File: src/rtl/adcseq_pkg.sv
package adcseq_pkg;

    localparam int CHSEL_W = 4;
    localparam int IDX_W   = 3;

    typedef enum logic [1:0] {
        ST_IDLE,
        ST_ACQ,
        ST_START,
        ST_WAIT
    } seq_state_t;

    typedef struct packed {
        logic             side_b;
        logic [IDX_W-1:0] idx;
    } chan_t;

    function automatic chan_t decode_chsel(input logic [CHSEL_W-1:0] raw);
        chan_t c;
        c.side_b = raw[CHSEL_W-1];
        c.idx    = raw[IDX_W-1:0];
        return c;
    endfunction

endpackage

File: src/rtl/adcseq_trig_latch.sv
module adcseq_trig_latch #(
    parameter int NUM_SLOTS = 16,
    parameter int TSEL_W    = 4,
    localparam int SLOT_W   = $clog2(NUM_SLOTS),
    localparam int NUM_TRIG = 1 << TSEL_W
) (
    input  logic                        clk,
    input  logic                        rst,
    input  logic [NUM_TRIG-1:0]         trig_in,
    input  logic [NUM_SLOTS*TSEL_W-1:0] cfg_trigsel,
    input  logic                        accept,
    input  logic [SLOT_W-1:0]           accept_slot,
    output logic [NUM_SLOTS-1:0]        pending,
    output logic [NUM_SLOTS-1:0]        ovf
);
    logic [NUM_TRIG-1:0]  trig_q;
    logic [NUM_TRIG-1:0]  rise;
    logic [NUM_SLOTS-1:0] hit;
    logic [NUM_SLOTS-1:0] taken;

    assign rise = trig_in & ~trig_q;

    always_comb begin
        for (int s = 0; s < NUM_SLOTS; s++) begin
            hit[s]   = rise[cfg_trigsel[s*TSEL_W +: TSEL_W]];
            taken[s] = accept && (accept_slot == SLOT_W'(s));
        end
    end

    always_ff @(posedge clk) begin
        if (rst) begin
            trig_q  <= '0;
            pending <= '0;
            ovf     <= '0;
        end else begin
            trig_q  <= trig_in;
            pending <= (pending & ~taken) | hit;
            for (int s = 0; s < NUM_SLOTS; s++) begin
                if (hit[s] && pending[s] && !taken[s])
                    ovf[s] <= 1'b1;
                else if (taken[s])
                    ovf[s] <= 1'b0;
            end
        end
    end
endmodule

File: src/rtl/adcseq_pick.sv
module adcseq_pick #(
    parameter int NUM_SLOTS = 16,
    localparam int SLOT_W   = $clog2(NUM_SLOTS)
) (
    input  logic [NUM_SLOTS-1:0] pending,
    output logic                 valid,
    output logic [SLOT_W-1:0]    slot
);
    always_comb begin
        valid = |pending;
        slot  = '0;
        for (int s = NUM_SLOTS - 1; s >= 0; s--) begin
            if (pending[s])
                slot = SLOT_W'(s);
        end
    end
endmodule

File: src/rtl/adcseq_ctrl.sv
module adcseq_ctrl
    import adcseq_pkg::*;
#(
    parameter int NUM_SLOTS = 16,
    parameter int ACQ_W     = 6,
    localparam int SLOT_W   = $clog2(NUM_SLOTS)
) (
    input  logic              clk,
    input  logic              rst,
    input  logic              pend_valid,
    input  logic [SLOT_W-1:0] pend_slot,
    input  chan_t             sel_chan,
    input  logic [ACQ_W-1:0]  sel_acq,
    input  logic              sel_pair,
    input  logic              eoc_late,
    input  logic              conv_done,
    output logic              accept,
    output logic              samp_active,
    output logic [IDX_W-1:0]  samp_idx,
    output logic              conv_start,
    output logic              conv_sel_b,
    output logic              wr_en,
    output logic              ev_fire,
    output logic [SLOT_W-1:0] tgt_slot
);
    seq_state_t        state;
    logic [ACQ_W-1:0]  cnt;
    logic [SLOT_W-1:0] cur_slot;
    chan_t             cur_chan;
    logic              paired;
    logic              second;

    always_ff @(posedge clk) begin
        if (rst) begin
            state    <= ST_IDLE;
            cnt      <= '0;
            cur_slot <= '0;
            cur_chan <= '0;
            paired   <= 1'b0;
            second   <= 1'b0;
        end else begin
            unique case (state)
                ST_IDLE: begin
                    if (pend_valid) begin
                        cur_slot <= pend_slot;
                        cur_chan <= sel_chan;
                        paired   <= sel_pair;
                        second   <= 1'b0;
                        cnt      <= sel_acq;
                        state    <= ST_ACQ;
                    end
                end
                ST_ACQ: begin
                    if (cnt == '0)
                        state <= ST_START;
                    else
                        cnt <= cnt - 1'b1;
                end
                ST_START: state <= ST_WAIT;
                ST_WAIT: begin
                    if (conv_done) begin
                        if (paired && !second) begin
                            second <= 1'b1;
                            state  <= ST_START;
                        end else begin
                            state <= ST_IDLE;
                        end
                    end
                end
                default: state <= ST_IDLE;
            endcase
        end
    end

    always_comb begin
        accept      = (state == ST_IDLE) && pend_valid;
        samp_active = (state == ST_ACQ);
        samp_idx    = cur_chan.idx;
        conv_start  = (state == ST_START);
        conv_sel_b  = paired ? second : cur_chan.side_b;
        tgt_slot    = paired ? {cur_slot[SLOT_W-1:1], second} : cur_slot;
        wr_en       = (state == ST_WAIT) && conv_done;
        ev_fire     = (conv_start && !eoc_late) || (wr_en && eoc_late);
    end
endmodule

File: src/rtl/adcseq_results.sv
module adcseq_results #(
    parameter int NUM_SLOTS = 16,
    parameter int RES_W     = 12,
    localparam int SLOT_W   = $clog2(NUM_SLOTS)
) (
    input  logic                       clk,
    input  logic                       rst,
    input  logic                       wr_en,
    input  logic [SLOT_W-1:0]          wr_slot,
    input  logic [RES_W-1:0]           wr_data,
    output logic [NUM_SLOTS*RES_W-1:0] result
);
    for (genvar s = 0; s < NUM_SLOTS; s++) begin : g_slot
        always_ff @(posedge clk) begin
            if (rst)
                result[s*RES_W +: RES_W] <= '0;
            else if (wr_en && (wr_slot == SLOT_W'(s)))
                result[s*RES_W +: RES_W] <= wr_data;
        end
    end
endmodule

File: src/rtl/adc_soc_sequencer.sv
module adc_soc_sequencer
    import adcseq_pkg::*;
#(
    parameter int NUM_SLOTS = 16,
    parameter int TSEL_W    = 4,
    parameter int ACQ_W     = 6,
    parameter int RES_W     = 12,
    localparam int SLOT_W   = $clog2(NUM_SLOTS),
    localparam int NUM_TRIG = 1 << TSEL_W
) (
    input  logic                        clk,
    input  logic                        rst,
    input  logic [NUM_TRIG-1:0]         trig_in,
    input  logic [NUM_SLOTS*CHSEL_W-1:0] cfg_chsel,
    input  logic [NUM_SLOTS*TSEL_W-1:0] cfg_trigsel,
    input  logic [NUM_SLOTS*ACQ_W-1:0]  cfg_acq,
    input  logic [NUM_SLOTS/2-1:0]      cfg_pair_en,
    input  logic                        cfg_eoc_late,
    output logic                        samp_active,
    output logic [IDX_W-1:0]            samp_idx,
    output logic                        conv_start,
    output logic                        conv_sel_b,
    input  logic                        conv_done,
    input  logic [RES_W-1:0]            conv_data,
    output logic [NUM_SLOTS*RES_W-1:0]  result,
    output logic [NUM_SLOTS-1:0]        eoc,
    output logic [NUM_SLOTS-1:0]        ovf
);
    logic [NUM_SLOTS-1:0] pending;
    logic                 pend_valid;
    logic [SLOT_W-1:0]    pend_slot;
    logic                 accept;
    logic                 wr_en;
    logic                 ev_fire;
    logic [SLOT_W-1:0]    tgt_slot;
    chan_t                sel_chan;
    logic [ACQ_W-1:0]     sel_acq;
    logic                 sel_pair;

    adcseq_trig_latch #(.NUM_SLOTS(NUM_SLOTS), .TSEL_W(TSEL_W)) trig_i (
        .clk        (clk),
        .rst        (rst),
        .trig_in    (trig_in),
        .cfg_trigsel(cfg_trigsel),
        .accept     (accept),
        .accept_slot(pend_slot),
        .pending    (pending),
        .ovf        (ovf)
    );

    adcseq_pick #(.NUM_SLOTS(NUM_SLOTS)) pick_i (
        .pending(pending),
        .valid  (pend_valid),
        .slot   (pend_slot)
    );

    always_comb begin
        sel_chan = decode_chsel(cfg_chsel[pend_slot*CHSEL_W +: CHSEL_W]);
        sel_acq  = cfg_acq[pend_slot*ACQ_W +: ACQ_W];
        sel_pair = cfg_pair_en[pend_slot[SLOT_W-1:1]];
    end

    adcseq_ctrl #(.NUM_SLOTS(NUM_SLOTS), .ACQ_W(ACQ_W)) ctrl_i (
        .clk        (clk),
        .rst        (rst),
        .pend_valid (pend_valid),
        .pend_slot  (pend_slot),
        .sel_chan   (sel_chan),
        .sel_acq    (sel_acq),
        .sel_pair   (sel_pair),
        .eoc_late   (cfg_eoc_late),
        .conv_done  (conv_done),
        .accept     (accept),
        .samp_active(samp_active),
        .samp_idx   (samp_idx),
        .conv_start (conv_start),
        .conv_sel_b (conv_sel_b),
        .wr_en      (wr_en),
        .ev_fire    (ev_fire),
        .tgt_slot   (tgt_slot)
    );

    adcseq_results #(.NUM_SLOTS(NUM_SLOTS), .RES_W(RES_W)) res_i (
        .clk    (clk),
        .rst    (rst),
        .wr_en  (wr_en),
        .wr_slot(tgt_slot),
        .wr_data(conv_data),
        .result (result)
    );

    always_ff @(posedge clk) begin
        if (rst)
            eoc <= '0;
        else
            eoc <= ev_fire ? (NUM_SLOTS'(1) << tgt_slot) : '0;
    end
endmodule

File: config.mk
export PLATFORM = sky130hd
export DESIGN_NAME = adc_soc_sequencer
export DESIGN_NICKNAME = d
export VERILOG_FILES = /design/src/rtl/adcseq_pkg.sv /design/src/rtl/adcseq_trig_latch.sv /design/src/rtl/adcseq_pick.sv /design/src/rtl/adcseq_ctrl.sv /design/src/rtl/adcseq_results.sv /design/src/rtl/adc_soc_sequencer.sv
export SDC_FILE = /design/constraint.sdc
export NUM_CORES = 1
export LEC_CHECK = 0
export BUFFER_PORTS_ARGS = -buffer_cell sky130_fd_sc_hd__buf_2
export CAP_MARGIN = 20
export CORE_AREA = 2 2 194 196
export CTS_BUF_LIST = sky130_fd_sc_hd__clkbuf_4 sky130_fd_sc_hd__clkbuf_8
export CTS_CLUSTER_SIZE = 25
export DETAILED_ROUTE_END_ITERATION = 12
export DIE_AREA = 0 0 196 198
export GPL_TIMING_DRIVEN = 0
export SLEW_MARGIN = 20
export SYNTH_ARGS = -nofsm -noshare
export SYNTH_HDL_FRONTEND = slang
export SYNTH_SLANG_ARGS = --single-unit
File: constraint.sdc
create_clock -name clk -period 6.4 [get_ports clk]
set_input_delay 1.28 -clock clk [delete_from_list [all_inputs] [get_ports clk]]
set_output_delay 1.28 -clock clk [all_outputs]
set_load 0.02 [all_outputs]
After elaboration in Yosys (flattened, before gate mapping)
Index checks and enable logic that the tools add are counted.
- register bits after elaboration: 274
- output and inout port bits: 230
- logic and storage cells: 320
- add/subtract/negate cells: 1
- multiply operators: 1
- order comparisons: 17
- equal/unequal tests: 38
- shift operators: 3
- muxes and demuxes: 96
- bitwise logic cells: 6
- reduce and logical (&&, ||, !) cells: 116
- operators by type and width (cell ; count):
    96-bit by 8-bit variable part select with 6-bit output ; 1
    4-bit by 5-bit < comparator with 1-bit output (second input constant) ; 16
    1-bit logical AND ; 69
    1-bit binary-select mux with 4-bit select ; 16
    4-bit == test (second input constant) ; 16
    4-bit two-way mux ; 16
    64-bit by 7-bit variable part select with 4-bit output ; 1
    1-bit two-way mux ; 54
    2-bit nonzero test ; 18
    16-bit AND ; 2
    4-bit by 3-bit == test with 1-bit output (second input constant) ; 8
    16-bit inverter ; 2
    1-bit logical NOT ; 18
    4-bit by 2-bit == test with 1-bit output (second input constant) ; 4
    16-bit OR ; 1
    16-bit OR reduction ; 1
    1-bit by 4-bit << shifter with 16-bit output (first input constant) ; 1
    6-bit two-way mux ; 2
    6-bit one-hot mux with 2 select lines ; 1
    4-bit by 1-bit == test with 1-bit output (second input constant) ; 2
    4-bit logical NOT ; 2
    2-bit two-way mux ; 4
    2-bit one-hot mux with 4 select lines ; 1
    6-bit logical NOT ; 1
    16 further kinds ; 21

Depth between registers and ports, before layout
- depth after elaboration: 21
- gate-level depth with buffers: 10
- gate-level depth less buffers: 9

Hierarchy
From an unflattened synthesis, not the netlist that was laid out.
- cells, all modules: 1561
- area, all modules: 14884.3 um^2
- by module, submodules not included (module ; instances ; cells an instance ; area each (um^2)):
    adcseq_results ; 1 ; 674 ; 7480.9
    adcseq_trig_latch ; 1 ; 567 ; 4320.4
    adc_soc_sequencer ; 1 ; 162 ; 1955.6
    adcseq_ctrl ; 1 ; 124 ; 950.9
    adcseq_pick ; 1 ; 34 ; 176.4

Worst setup path before layout
Ideal clock, no wire load.
- path type: input-to-reg
- start point: input port trig_in[15]
- end point: register trig_i.ovf[11]
- arrival time: 2735 ps
- required time: 6268 ps
- path slack: 3533 ps
- cell stages on the path: 6
- path buffers: 1
- cell sequence: nor2b_1 clkbuf_1 mux4_2 mux4_2 a21oi_1 nor3_1
- longest elaborated chain between the ends: 6
- elaborated cells on any way between the ends: 7
- RTL lines (what ; line ; RTL):
    start: declaration ; adc_soc_sequencer.sv:13 ; input logic [NUM_TRIG-1:0] trig_in,
    16-bit AND * ; adcseq_trig_latch.sv:21 ; assign rise = trig_in & ~trig_q;
    1-bit binary-select mux with 4-bit select * ; adcseq_trig_latch.sv:25 ; hit[s] = rise[cfg_trigsel[s*TSEL_W +: TSEL_W]];
    1-bit two-way mux (implied by the code) * ; adcseq_trig_latch.sv:25 ;
    1-bit logical AND * (2 in series) ; adcseq_trig_latch.sv:39 ; if (hit[s] && pending[s] && !taken[s])
    1-bit two-way mux / 2-bit nonzero test (equally long branches) ; - ;
    end signal: assignment ; adcseq_trig_latch.sv:34 ; ovf <= '0;
    end signal: indexed assignment ; adcseq_trig_latch.sv:40 ; ovf[s] <= 1'b1;
    end signal: indexed assignment ; adcseq_trig_latch.sv:42 ; ovf[s] <= 1'b0;
    end: declaration ; adcseq_trig_latch.sv:14 ; output logic [NUM_SLOTS-1:0] ovf
Every way passes the cells marked *; elsewhere a longest branch is shown, timed or not. The select of a mux whose other input is x is not followed.
A chain may end at the register's enable or synchronous reset.

Final worst setup path
- start point: register trig_i.pending[1]
- end point: register ctrl_i.cnt[1]
- longest elaborated chain between the ends: 6
- elaborated cells on any way between the ends: 9
- RTL lines (what ; line ; RTL):
    start: declaration ; adcseq_trig_latch.sv:13 ; output logic [NUM_SLOTS-1:0] pending,
    start signal: assignment ; adcseq_trig_latch.sv:37 ; pending <= (pending & ~taken) | hit;
    4-bit two-way mux (2 in series) ; adcseq_pick.sv:13 ; if (pending[s])
    4-bit by 2-bit multiplier with 6-bit output ; adc_soc_sequencer.sv:59 ; sel_acq = cfg_acq[pend_slot*ACQ_W +: ACQ_W];
    96-bit by 8-bit variable part select with 6-bit output ; adc_soc_sequencer.sv:59 ;
    6-bit two-way mux ; adcseq_ctrl.sv:44 ; if (pend_valid) begin
    6-bit one-hot mux with 2 select lines ; adcseq_ctrl.sv:42 ; unique case (state)
    end signal: assignment ; adcseq_ctrl.sv:49 ; cnt <= sel_acq;
    end signal: assignment ; adcseq_ctrl.sv:57 ; cnt <= cnt - 1'b1;
    end: declaration ; adcseq_ctrl.sv:27 ; logic [ACQ_W-1:0] cnt;
Several ways; a longest one is shown, not always the timed one. The select of a mux whose other input is x is not followed.

==> results by group <==
Layout
  • Final instance area: 17370 µm²
  • Most common cell after layout, fill and taps aside: sky130_fd_sc_hd__buf_2
  • Area growth syn-to-layout: 31.09%
  • Number of cells in the finished layout apart from fillers: 2484
  • Share of post-route cells with drive strength above 1: 35.00%
  • Most frequent cells in the layout: 505 x sky130_fd_sc_hd__buf_2, 274 x sky130_fd_sc_hd__dfxtp_1, 240 x sky130_fd_sc_hd__nand2_1
  • Post-layout nets: 2238
  • Post-layout util: between 40% and 50%

STA
  • Worst rel slew slack: 26.95%
  • Slew at the pin closest to its max-slew limit: 1.086 ns
  • Peak clock frequency supported by timing: 299.7 MHz
  • Total count of hold-check failures in the final report: 0
  • Number of slew-limit violations in the final report: 0
  • RSZ-0062 raised after global routing: no
  • Post-layout min period: 3.337 ns
  • Final cycle utilization of the critical path: between 50 and 60%
  • Post-Route Setup TNS: 0 ns
  • Clock skew after layout: 0.02872 ns
  • Number of setup violations in the final report: 0

Global route
  • Global-route wire length before repair: 80560 µm
  • Aggregate global routing overflow: 0
  • GR Util All Layers: 27.58%
  • Vias in the first global route: 13053
  • Number of antenna violations at the first check in global routing: 5
  • Largest net degree at the start of global routing: 15

Floorplan
  • Core area: 36960 µm²
  • Vert. Die Dim: between 150 and 200 µm
  • Initial core utilization: 35.86%
  • I/O pin total: 494
  • X dimension of the die: just under 200 µm
  • Core Rows: 71
  • Die Footprint: 38810 µm²

Yosys
  • Fraction of synthesized cell area taken by the top area cell type: 41.39%
  • Number of synthesis warnings: 0
  • Top flip-flop cell by instance count after synthesis: sky130_fd_sc_hd__dfxtp_1
  • Number of instances in the synthesized netlist: 1431
  • Most area-consuming cells after synthesis: sky130_fd_sc_hd__dfxtp_1 41%, sky130_fd_sc_hd__mux4_2 14%, sky130_fd_sc_hd__mux2i_1 11%
  • Async S/R FF share, synth: 0%
  • Post-synthesis sequential area ratio: approximately two fifths
  • EDFF count, synth: 0
  • Number of nets produced by synthesis: between 1500 and 2000
  • Top cell type by total area after synthesis: sky130_fd_sc_hd__dfxtp_1
  • Register bit total from synthesis: 274
  • Synthesized area per cell: 9.260 µm²
  • Post-Synthesis Cell Area: around 13000 µm²
  • Synth cell types: slightly above 60

Clock network
  • Clock transition time at the flip-flop clock pins of the worst setup and hold paths: 0.07 ns
  • Total clock buffers created by CTS: 47
  • # Post-CTS Setup Buffers: 0
  • Depth of the CTS H-tree: 2
  • Bufs on Longest Clock Path: 3
  • Clock Latency Late Sink: ~0.61 ns
  • CTS root buf: sky130_fd_sc_hd__clkbuf_8
  • Number of sinks on the clock net: 274
  • Number of buffers added to fix hold violations after cts: 0
  • Clock tree from TritonCTS: built
  • Post-cts sizing count: 0

Pwr
  • Sequential power share: a little over a third
  • Sw frac: 34.37%
  • Clock group share of total power: between 30 and 40%
  • Total power per unit cell area: 294.0 nW/µm²
  • Internal power: about 0.0034 W
  • Relative contribution of combinational cells to total power: 28.9%
  • VDD IR-drop max: 0.1211 mV
  • LEAKAGE: ~7.3 nW
  • Total net switching power: 0.001756 W

Drt
  • DRC violation count after routing: 0
  • DRT Wirelength: 54180 µm
  • Drt via density: 5.320
  • Detail-routed net length per standard cell: 21.81 µm
  • Pre-antenna DRT Iters: 9
  • Post-route ant nets: 0
  • Detailed-route via count: 13214
  • First DRT Iteration DRCs: around 810

Critical path
  • Critical path origin: trig_i.pending[1]
  • Worst R2R Path Depth: 9
  • Termination of the worst setup path: ctrl_i.cnt[1]
  • Highest fanout seen on the critical path: 10
  • Endpoint arrival time on the critical path: around 3.8 ns
  • Reg-to-reg setup timing slack: 3.06 ns
  • CP Capture Type: flip-flop
  • Startpoint types: flip-flop
  • WP data required: just under 7 ns
  • Worst Path Class, Setup: flip-flop to flip-flop
  • Start of the worst register-to-register path: trig_i.pending[1]
  • Reg-to-Reg End: ctrl_i.cnt[1]

Run
  • Max-cap check violation count: 0

Placed design
  • RD Place Congestion: 0.9905
  • Placed cells: 2397
  • HPWL Detailed: 42160 µm
  • Count of buffers inserted at the top-level ports: 492
  • Area of placed instances: 16310 µm²

Min path
  • Path category of the worst min-delay check: flip-flop to flip-flop

Status
  • Run status: completed
-- Yosys cell counts (all sizes together) (3+ instances only) --
cell type	number
dfxtp	274
nand2	240
nor2	179
a21oi	168
mux2i	150
clkbuf	89
mux4	80
nor2b	38
o21ai	26
nor3	24
buf	22
inv	17
nand3	11
o22ai	9
a211oi	8
nor4	8
nand2b	7
or2	7
a222oi	6
a22o	6
mux2	6
a221oi	5
a311oi	5
o21a	5
o221ai	5
a22oi	3
a31oi	3
-- flip-flops by register name (all words and copies together) (netlist names) --
register         count
res_i.result       192
eoc                 16
trig_i.ovf          16
trig_i.pending      16
trig_i.trig_q       16
ctrl_i.cnt           6
ctrl_i.cur_slot      4
ctrl_i.samp_idx      3
ctrl_i.state         2
ctrl_i.cur_chan      1
ctrl_i.paired        1
ctrl_i.second        1
-- power groups by stage --
stage	Sequential, W	Clock (W)	Combinational, W
after floorplan	0.00191	0	0.000927
after global placement	0.00190	0	0.00145
after detailed placement	0.00191	0	0.00146
after CTS	0.00187	0.00180	0.00146
after global routing	0.00188	0.00187	0.00159
final	0.00187	0.00176	0.00148
-- through the flow --
| step | worst slack, ns | hold slack [ns] | total power, W |
|---|---|---|---|
| after detailed placement | 2.856 | 0.4431 | 0.003366 |
| after global placement | 2.896 | 0.4400 | 0.003353 |
| after CTS | 3.125 | 0.4512 | 0.005131 |
| after floorplan | 3.533 | 0.4363 | 0.002833 |
| final | 3.063 | 0.4502 | 0.005107 |
| after global routing | 2.895 | 0.4614 | 0.005345 |
-- layout make-up --
type / count / area (µm²)
plain buffers: 111 / 470.5
well taps: 474 / 593.1
flip-flops and latches: 274 / 5485
multi-input cells: 1029 / 7232
repair buffers: 492 / 2462
clock buffers: 70 / 913.4
clock inverters: 13 / 141.4
diodes: 4 / 10.01
inverters: 17 / 63.81
fillers: 3649 / 19580
-- worst min-delay path by stage --
stage | startpoint | end | slack (ns) | depth (start not counted)
final | res_i.result[20] | res_i.result[20] | 0.45 | 2
after detailed placement | res_i.result[29] | res_i.result[29] | 0.44 | 2
after floorplan | ctrl_i.cur_slot[0] | ctrl_i.cur_slot[0] | 0.44 | 2
after global routing | res_i.result[5] | res_i.result[5] | 0.46 | 2
after CTS | res_i.result[90] | res_i.result[90] | 0.45 | 2
after global placement | res_i.result[48] | res_i.result[48] | 0.44 | 2
-- critical path, cell delays in order (launching register included) --
cell and delay, ns:
sky130_fd_sc_hd__dfxtp_1 0.30, sky130_fd_sc_hd__clkbuf_1 0.30, sky130_fd_sc_hd__nor2_1 0.20, sky130_fd_sc_hd__o21ai_1 0.50, sky130_fd_sc_hd__o21a_1 0.40, sky130_fd_sc_hd__clkbuf_1 0.46
sky130_fd_sc_hd__clkbuf_1 0.49, sky130_fd_sc_hd__nand2_1 0.10, sky130_fd_sc_hd__a21oi_1 0.32, sky130_fd_sc_hd__a211oi_1 0.12
-- layer usage --
metal | track usage (%) | vias up | wire (µm)
met5 | 0 | - | 13
met4 | 10.52 | 2 | 2149
met3 | 7.001 | 131 | 4727
met2 | 45.43 | 611 | 24810
met1 | 34.85 | 6314 | 22470
li1 | - | 6156 | -
-- cells by family after synthesis --
kind of cell | Yosys count | share of synthesized area (%)
adder cells (fa/ha/maj) | 2 | 0.1888
multiplexers | 236 | 25.44
AO/OA/AOI/OAI | 261 | 11.75
flip-flops | 274 | 41.39
XOR/XNOR | 3 | 0.1983
buffers and inverters | 128 | 4.032
AND/OR/NAND/NOR | 527 | 17.00
(Power assumes the default switching activity.)
